**src/rtl/twm_pkg.sv**
```systemverilog
package twm_pkg;

    typedef enum logic [1:0] {
        CMD_START = 2'd0,
        CMD_WRITE = 2'd1,
        CMD_READ  = 2'd2,
        CMD_STOP  = 2'd3
    } twm_cmd_e;

    // pull-down levels of the data line in each phase of a command
    typedef struct packed {
        logic low;
        logic hi1;
        logic hi2;
    } twm_lvl_t;

    function automatic twm_lvl_t twm_levels(twm_cmd_e op, logic b);
        twm_lvl_t l;
        unique case (op)
            CMD_START: l = '{low: 1'b0, hi1: 1'b0, hi2: 1'b1};
            CMD_WRITE: l = '{low: ~b,   hi1: ~b,   hi2: ~b};
            CMD_READ:  l = '{low: 1'b0, hi1: 1'b0, hi2: 1'b0};
            default:   l = '{low: 1'b1, hi1: 1'b1, hi2: 1'b0};
        endcase
        return l;
    endfunction

endpackage

```
**src/rtl/twm_sync.sv**
```systemverilog
module twm_sync #(
    parameter int STAGES = 2,
    parameter int WIDTH  = 2
) (
    input  logic             clk,
    input  logic             rst_n,
    input  logic [WIDTH-1:0] d,
    output logic [WIDTH-1:0] q
);
    logic [WIDTH-1:0] stg [STAGES];

    always_ff @(posedge clk or negedge rst_n) begin
        if (!rst_n) begin
            for (int i = 0; i < STAGES; i++) stg[i] <= '1;
        end else begin
            stg[0] <= d;
            for (int i = 1; i < STAGES; i++) stg[i] <= stg[i-1];
        end
    end

    assign q = stg[STAGES-1];
endmodule

```
**src/rtl/twm_bus_watch.sv**
```systemverilog
module twm_bus_watch (
    input  logic clk,
    input  logic rst_n,
    input  logic scl_s,
    input  logic sda_s,
    output logic stop_seen
);
    logic scl_d, sda_d;

    always_ff @(posedge clk or negedge rst_n) begin
        if (!rst_n) begin
            scl_d <= 1'b1;
            sda_d <= 1'b1;
        end else begin
            scl_d <= scl_s;
            sda_d <= sda_s;
        end
    end

    // data rising while the clock stays high
    assign stop_seen = scl_d & scl_s & ~sda_d & sda_s;
endmodule

```
**src/rtl/twm_master.sv**
```systemverilog
module twm_master #(
    parameter int LOW_CYC     = 10,
    parameter int HIGH_CYC    = 8,
    parameter int SYNC_STAGES = 2
) (
    input  logic       clk,
    input  logic       rst_n,
    input  logic       cmd_valid,
    input  logic [1:0] cmd_op,
    input  logic       cmd_bit,
    input  logic       scl_in,
    input  logic       sda_in,
    output logic       scl_oe,
    output logic       sda_oe,
    output logic       done,
    output logic       rx_bit,
    output logic       arb_lost
);
    import twm_pkg::*;

    localparam int MAXC = (LOW_CYC > HIGH_CYC) ? LOW_CYC : HIGH_CYC;
    localparam int CW   = $clog2(MAXC + 1);

    typedef enum logic [2:0] {
        ST_IDLE, ST_LOW, ST_RISE, ST_HIGH1, ST_HIGH2, ST_FIN, ST_LOST
    } st_e;

    st_e       st, st_nx;
    logic [CW-1:0] cnt;
    twm_cmd_e  op;
    logic      bit_q, scl_hold, sda_hold, rx_q;
    logic      scl_s, sda_s, stop_seen;
    twm_lvl_t  lvl;
    logic      two_phase, arb_hit;

    twm_sync #(.STAGES(SYNC_STAGES), .WIDTH(2)) u_sync (
        .clk(clk), .rst_n(rst_n), .d({scl_in, sda_in}), .q({scl_s, sda_s})
    );

    twm_bus_watch u_watch (
        .clk(clk), .rst_n(rst_n), .scl_s(scl_s), .sda_s(sda_s), .stop_seen(stop_seen)
    );

    assign lvl       = twm_levels(op, bit_q);
    assign two_phase = (op == CMD_START) || (op == CMD_STOP);
    assign arb_hit   = (op == CMD_WRITE) && bit_q && scl_s && !sda_s;

    always_comb begin
        st_nx = st;
        unique case (st)
            ST_IDLE:  if (cmd_valid) st_nx = ST_LOW;
            ST_LOW:   if (cnt == CW'(LOW_CYC - 1)) st_nx = ST_RISE;
            ST_RISE:  if (scl_s) st_nx = ST_HIGH1;
            ST_HIGH1: begin
                if (arb_hit)                         st_nx = ST_LOST;
                else if (!two_phase && !scl_s)       st_nx = ST_FIN;
                else if (cnt == CW'(HIGH_CYC - 1))   st_nx = two_phase ? ST_HIGH2 : ST_FIN;
            end
            ST_HIGH2: if (cnt == CW'(HIGH_CYC - 1)) st_nx = ST_FIN;
            ST_FIN:   st_nx = ST_IDLE;
            ST_LOST:  if (stop_seen) st_nx = ST_IDLE;
            default:  st_nx = ST_IDLE;
        endcase
    end

    // state register and the registers it owns
    always_ff @(posedge clk or negedge rst_n) begin
        if (!rst_n) begin
            st       <= ST_IDLE;
            cnt      <= '0;
            op       <= CMD_START;
            bit_q    <= 1'b0;
            scl_hold <= 1'b0;
            sda_hold <= 1'b0;
            rx_q     <= 1'b0;
        end else begin
            st  <= st_nx;
            cnt <= (st_nx != st) ? '0 : cnt + 1'b1;
            if (st == ST_IDLE && cmd_valid) begin
                op    <= twm_cmd_e'(cmd_op);
                bit_q <= cmd_bit;
            end
            if (st == ST_HIGH1 && op == CMD_READ && scl_s) rx_q <= sda_s;
            if (st == ST_FIN) begin
                scl_hold <= (op != CMD_STOP);
                sda_hold <= lvl.hi2;
            end else if (st_nx == ST_LOST) begin
                scl_hold <= 1'b0;
                sda_hold <= 1'b0;
            end
        end
    end

    // outputs
    always_comb begin
        scl_oe   = 1'b0;
        sda_oe   = 1'b0;
        done     = 1'b0;
        arb_lost = 1'b0;
        unique case (st)
            ST_IDLE:  begin scl_oe = scl_hold; sda_oe = sda_hold; end
            ST_LOW:   begin scl_oe = 1'b1;     sda_oe = lvl.low;  end
            ST_RISE,
            ST_HIGH1: begin scl_oe = 1'b0;     sda_oe = lvl.hi1;  end
            ST_HIGH2: begin scl_oe = 1'b0;     sda_oe = lvl.hi2;  end
            ST_FIN:   begin scl_oe = (op != CMD_STOP); sda_oe = lvl.hi2; done = 1'b1; end
            ST_LOST:  arb_lost = 1'b1;
            default:  ;
        endcase
    end

    assign rx_bit = rx_q;

    AST_DONE_PULSE: assert property (@(posedge clk) disable iff (!rst_n)
        done |=> !done);
    AST_RISE_WAIT: assert property (@(posedge clk) disable iff (!rst_n)
        (st == ST_RISE && !scl_s) |=> (st == ST_RISE));
    AST_SDA_STEADY_HIGH: assert property (@(posedge clk) disable iff (!rst_n)
        (st == ST_HIGH1 && $past(st) == ST_HIGH1) |-> $stable(sda_oe));
    AST_LOSS_CAUSE: assert property (@(posedge clk) disable iff (!rst_n)
        $rose(arb_lost) |-> $past(scl_s && !sda_s));
    AST_LOST_HOLD: assert property (@(posedge clk) disable iff (!rst_n)
        (st == ST_LOST && !stop_seen) |=> arb_lost);
endmodule

```
**config.mk**
```make
export PLATFORM = sky130hd
export DESIGN_NAME = twm_master
export DESIGN_NICKNAME = d
export VERILOG_FILES = /design/src/rtl/twm_pkg.sv /design/src/rtl/twm_sync.sv /design/src/rtl/twm_bus_watch.sv /design/src/rtl/twm_master.sv
export SDC_FILE = /design/constraint.sdc
export NUM_CORES = 1
export LEC_CHECK = 0
export BUFFER_PORTS_ARGS = -buffer_cell sky130_fd_sc_hd__buf_4
export CAP_MARGIN = 25
export CORE_MARGIN = 8
export CORE_UTILIZATION = 49
export DETAILED_ROUTE_END_ITERATION = 10
export MAX_ROUTING_LAYER = met4
export PLACE_DENSITY = 0.69
export SLEW_MARGIN = 25
export SYNTH_ARGS = -nofsm -noshare
export SYNTH_HDL_FRONTEND = slang
export SYNTH_HIERARCHICAL = 1
export SYNTH_SLANG_ARGS = --single-unit
```
**constraint.sdc**
```tcl
create_clock -name clk -period 2.2 [get_ports clk]
set_input_delay 0.66 -clock clk [delete_from_list [all_inputs] [get_ports clk]]
set_output_delay 0.66 -clock clk [all_outputs]
set_load 0.005 [all_outputs]
```
==> results of run 1 <==
==> worst max-delay path: cells and delay by family, from the launching register on <==
| family | cells | cell delay (ns) |
|---|---|---|
| DFF | 1 | 0.41 |
| buffers and inverters | 2 | 0.26 |
| and+or+nand+nor | 1 | 0.06 |
| adders and majority gates | 1 | 0.16 |
| AOI/OAI and AO/OA | 3 | 0.35 |
==> final timing paths <==
path / startpoint / end / slack, ns
min in group clk: u_sync/stg[2] / u_sync/q[0] / 0.36
hold reg to reg: u_sync/stg[2] / u_sync/q[0] / 0.36
setup reg to reg: op[0] / cnt[3] / 0.34
max in group asynchronous: rst_n / u_watch/scl_d / 1.73
hold / removal: rst_n / cnt[3] / 0.21
setup / recovery: op[1] / sda_oe / 0.01
==> layout by cell type (no fill, tap or decap), types with 2 or more instances in the layout <==
cell and count:
nand2_1 6, nand3b_1 2, ha_1 4, buf_4 19
dfrtp_1 12, inv_1 6, nand3_1 3, mux2_2 2
clkbuf_4 3, nor2_1 4, and3b_2 2, nand2b_4 2
a21oi_1 7, nor3_1 5, dfstp_2 6, ha_2 2
inv_2 2, o21ai_0 6
==> registers in the layout, indices dropped and copies added (netlist names) <==
| name | flops |
|---|---|
| op | 2 |
| u_sync/q | 2 |
| bit_q | 1 |
| u_sync/stg | 2 |
| u_watch/sda_d | 1 |
| scl_hold | 1 |
| st | 3 |
| cnt | 4 |
| u_watch/scl_d | 1 |
| rx_bit | 1 |
| sda_hold | 1 |
==> synth_stat cells (3+ instances only) <==
master   instances
buf_4            3
dfrtp_1         13
dfstp_2          6
o21ai_0          6
ha_1             7
nand2_1          6
nand3_1          3
nor2_1           4
a21oi_1          9
nor3_1           5
inv_1            8
==> power breakdown <==
part | switching [uW] | internal, uW
registers | 132 | 460
logic | 338 | 424
clock network | 102 | 67.6
==> cell type report <==
| type | instances | area, um^2 | area share |
|---|---|---|---|
| multi-input combinational | 68 | 533 | 0.426 |
| sequential | 19 | 484 | 0.387 |
| timing repair buffer | 19 | 143 | 0.114 |
| tap | 27 | 33.8 | 0.0270 |
| inverter | 8 | 30.0 | 0.0240 |
| clock buffer | 3 | 22.5 | 0.0180 |
| clock inverter | 1 | 5.00 | 0.00400 |
==> logic make-up after synthesis <==
family | count (synthesis) | share of synthesized area
compound gates | 24 | 0.151
flops | 19 | 0.462
simple gates | 32 | 0.182
buf+inv | 13 | 0.0742
xor+xnor | 2 | 0.0167
mux | 3 | 0.0311
fa+ha+maj | 7 | 0.0837
==> through the flow <==
stage               setup slack, ns  hold slack, ns  total power [uW]   util
floorplan                     0.444           0.345              1020      -
global placement              0.276           0.345              1150  0.566
detailed placement            0.202           0.347              1170  0.566
CTS                         0.00179           0.218              1450  0.609
global route                -0.0702           0.225              1660  0.631
finish                       0.0100           0.215              1520  0.631
==> timing repair <==
| action | in CTS | in global routing |
|---|---|---|
| pin swaps | 2 | 4 |
| hold buffers | 0 | 0 |
| setup buffers | 5 | 2 |
| endpoints found under the setup margin | 1 | 2 |
| resized for setup | 7 | 5 |
==> layer usage <==
layer	vias up	track usage	wire (um)
li1	388	-	-
met1	389	0.119	897
met2	17	0.182	985
met3	4	0.0233	66
met4	0	0.0437	23
met5	-	-	0
==> results_dict.tcl, run 1 <==
set metrics [dict create \
    outcome "finished clean" \
    grt_pass1_wl_mm 3.45 \
    die_h_um 62.2 \
    fin_crit_sh 0.995 \
    fin_skew_ns 0.00368 \
    area_delta_synth_final_pct 19.6 \
    synth_cell_type_count 37 \
    root_buffer "clkbuf_4" \
    io_buffer_count 12 \
    asyncSetResetFlopFracSynth 1.00 \
    final_area_um2 1250 \
    synth_fp_nets 115 \
    ys.warnings.count 6 \
    grt_overflow 0 \
    grt_use_total 0.108 \
    antenna_found_initial 0 \
    finalHoldViolations 0 \
    cts_sinks 19 \
    yosys.area.top_type "dfrtp_1" \
    wl_mm 1.97 \
    drt_iter0_drc 16 \
    final.setup.tns_ns 0 \
    die_x_um 62.2 \
    synthFlopType "dfrtp_1" \
    ant_nets 0 \
    cp.arrival_ns 1.53 \
    p_leak_uw 0.000583 \
    dieArea_um2 3870 \
    worstPathCellList "inv_2 -> ha_4 -> nand2b_4 -> a21oi_4 -> a22oi_1 -> o32ai_1 -> buf_4" \
    first_pass_iters 4 \
    core_um2 1980 \
    cts_tree "built" \
    wl_per_cell_um 13.6 \
    p_per_area_nw_per_um2 1220 \
    drc 0 \
    synth-seq-cells 19 \
    ys_seq_area_frac 0.462 \
    dr_total_vias 798 \
    setup_viol 0 \
    worstPathRequired_ns 1.54 \
    clockBufferDepth 2 \
    synth_area_per_cell_um2 10.5 \
    reg2reg_depth 5 \
    diodes 0 \
    gp_congestion 0.771 \
    slew_headroom 0.657 \
    maxSlewViolCount 0 \
    maxCapViolations 0 \
    yosys.area.top_type_share 0.311 \
    placed_area_um2 1120 \
    peakVddDrop_mv 0.747 \
    cp_slowest_cell "dfrtp_1" \
    synth_area_um2 1050 \
    clkLatencyLatePin_ns 0.29 \
    rsz0062_at_grt "true" \
    synth_cells 100 \
    fmax_ghz 0.457 \
    layout.nets 134 \
    synth_enable_flop_cells 0 \
    h-tree-depth 1 \
    grt_max_degree 20 \
    cp_max_fo 3 \
    crit_type "reg2out" \
    dp.cells 134 \
    drive_gt1_frac 0.390 \
    start_util 0.528 \
    critPathLaunchType "flop" \
    hold_class "in2async" \
    worstMarginPinSlew_ns 0.511 \
    min_period_ns 2.19 \
    critPathMaxStageDelay_ns 0.41 \
    rows 16 \
    clkTransAtPathRegs_ns 0.10 \
    end_kind "output port" \
    place_hpwl_mm 1.43 \
    grt_pass1_vias 797 \
    fillers 172 \
    boundaryPins 13 \
    synth.area.top_cells "dfrtp_1, dfstp_2, ha_1" \
    viasPerCell 5.50 \
    fin_cells 145 \
    cts_buffers 3 \
]
Note: power is estimated with default switching activity, not from simulation.
==> run 2, diff against run 1 <==
==> constraint.sdc (replaced) <==
create_clock -name clk -period 2.2 [get_ports clk]
set_input_delay 0.44 -clock clk [delete_from_list [all_inputs] [get_ports clk]]
set_output_delay 0.44 -clock clk [all_outputs]
set_load 0.005 [all_outputs]
==> run 2 against run 1 <==
Against the previous run:
- critical path type unchanged
- largest power group unchanged
- worst hold slack better by 0.026 ns
- final cell count is 3.4% lower
- clock skew is 0.0027 ns lower
- via count is 3.8% lower
- utilization is 3.0 points lower
- die area stayed put
- highest routed layer unchanged
- sequential power is 0.7% lower
==> results_dict.tcl, run 2 (synthesized netlist as in run 1, its figures left out) <==
set metrics [dict create \
    clkLatencyLatePin_ns 0.29 \
    wl_mm 1.97 \
    fin_crit_sh 0.942 \
    gp_congestion 0.804 \
    grt_pass1_vias 731 \
    drive_gt1_frac 0.292 \
    regMostFlops "cnt" \
    dr_total_vias 768 \
    diodes 0 \
    start_util 0.528 \
    core_um2 1980 \
    grt_use_total 0.105 \
    hold_class "in2reg" \
    cts_buffers 3 \
    cts_tree "built" \
    critPathLaunchType "flop" \
    layout.nets 129 \
    worstPathRequired_ns 1.76 \
    worstPathCellList "inv_1 -> ha_1 -> inv_1 -> a21oi_2 -> a22oi_1 -> o32ai_2 -> buf_4" \
    post-route-worst-setup-slack_ns 0.128 \
    outcome "finished clean" \
    min_period_ns 2.07 \
    slew_headroom 0.661 \
    dp.cells 134 \
    dieArea_um2 3870 \
    drc 0 \
    die_x_um 62.2 \
    viasPerCell 5.49 \
    maxCapViolations 0 \
    drt_iter0_drc 15 \
    cp.arrival_ns 1.63 \
    cp_max_fo 4 \
    rows 16 \
    setup_viol 0 \
    die_h_um 62.2 \
    clockBufferDepth 2 \
    cp_top_family "flip-flops" \
    worstMarginPinSlew_ns 0.505 \
    finalHoldViolations 0 \
    p_per_area_nw_per_um2 1170 \
    p_leak_uw 0.000558 \
    cp_slowest_cell "dfrtp_1" \
    end_kind "output port" \
    h-tree-depth 1 \
    rsz0062_at_grt "false" \
    cts_sinks 19 \
    final.setup.tns_ns 0 \
    root_buffer "clkbuf_4" \
    critPathMaxStageDelay_ns 0.45 \
    fin_skew_ns 0.000968 \
    fmax_ghz 0.483 \
    grt_overflow 0 \
    largest_reg_flops 4 \
    grt_pass1_wl_mm 3.25 \
    boundaryPins 13 \
    clkTransAtPathRegs_ns 0.10 \
    grt_max_degree 20 \
    place_hpwl_mm 1.48 \
    io_buffer_count 12 \
    maxSlewViolCount 0 \
    pre_cts_ws_ns 0.290 \
    biggestRegsByFlops "cnt: 4 flops, st: 3 flops" \
    wl_per_cell_um 14.0 \
    fin_cells 140 \
    peakVddDrop_mv 0.612 \
    ant_nets 0 \
    first_pass_iters 4 \
    antenna_found_initial 0 \
    crit_type "reg2out" \
    area_delta_synth_final_pct 13.9 \
    cpMostUsedCell "inv_1" \
    layout_common_cells "dfrtp_1, buf_4, inv_1, a21oi_1" \
    cp_num_buf_inv 3 \
]
run 2: changes by cell type in the layout (fill, tap and decap cells not counted), sizes merged:
| cell | previous run | this run |
|---|---|---|
| dlygate4sd3 | 0 | 1 |
| buf | 19 | 13 |
run 2: report_power, final:
part,switching (uW),internal (uW)
Clock,106,67.7
Combinational,299,329
Sequential,129,458
Total,535,855
run 2: area by class of cell:
| cell class | instances | area, um^2 |
|---|---|---|
| Sequential cell | 19 | 483 |
| Tap cell | 27 | 33.8 |
| Fill cell | 171 | 791 |
| Timing Repair Buffer | 14 | 108 |
| Multi-Input combinational cell | 68 | 509 |
| Clock buffer | 3 | 22.5 |
| Inverter | 8 | 30.0 |
| Clock inverter | 1 | 5.00 |
run 2: metrics by stage:
step	utilization	power, uW	hold slack, ns	area, um^2
after detailed placement	0.566	1180	0.325	1120
after floorplan	-	1020	0.144	1050
after CTS	0.585	1360	0.230	1160
final	0.601	1390	0.241	1190
after global placement	0.566	1160	0.322	1120
after global routing	0.601	1520	0.214	1190
run 2: routing by layer:
metal | GRT usage | up-vias | wire length, um
li1 | - | 376 | -
met4 | 0.0612 | 0 | 36
met1 | 0.115 | 379 | 854
met2 | 0.167 | 9 | 1020
met3 | 0.0269 | 4 | 57
met5 | - | - | 0
run 2: worst paths after layout:
path	start	endpoint	slack, ns	cells after the start
hold reg to reg	u_sync/stg[2]	u_sync/q[0]	0.36	0
min in group asynchronous	rst_n	cnt[3]	0.55	2
hold / removal	scl_in	u_sync/stg[3]	0.24	1
setup / recovery	op[0]	sda_oe	0.13	7
max in group asynchronous	rst_n	u_watch/sda_d	1.40	2
setup reg to reg	op[0]	cnt[2]	0.25	5
run 2: timing repair:
item,4_1_cts,5_1_grt
gates resized for setup,0,4
buffers inserted,0,1
setup endpoints to repair,0,1
hold buffers,1,0
endpoints found under the hold margin,13,0
run 2: worst register-to-register path, delay by kind of cell (launching register included):
| family | cells | cell delay, ns |
|---|---|---|
| AOI/OAI and AO/OA | 2 | 0.82 |
| DFF | 1 | 0.45 |
| and+or+nand+nor | 1 | 0.13 |
| buffers and inverters | 1 | 0.10 |
| adders and majority gates | 1 | 0.32 |
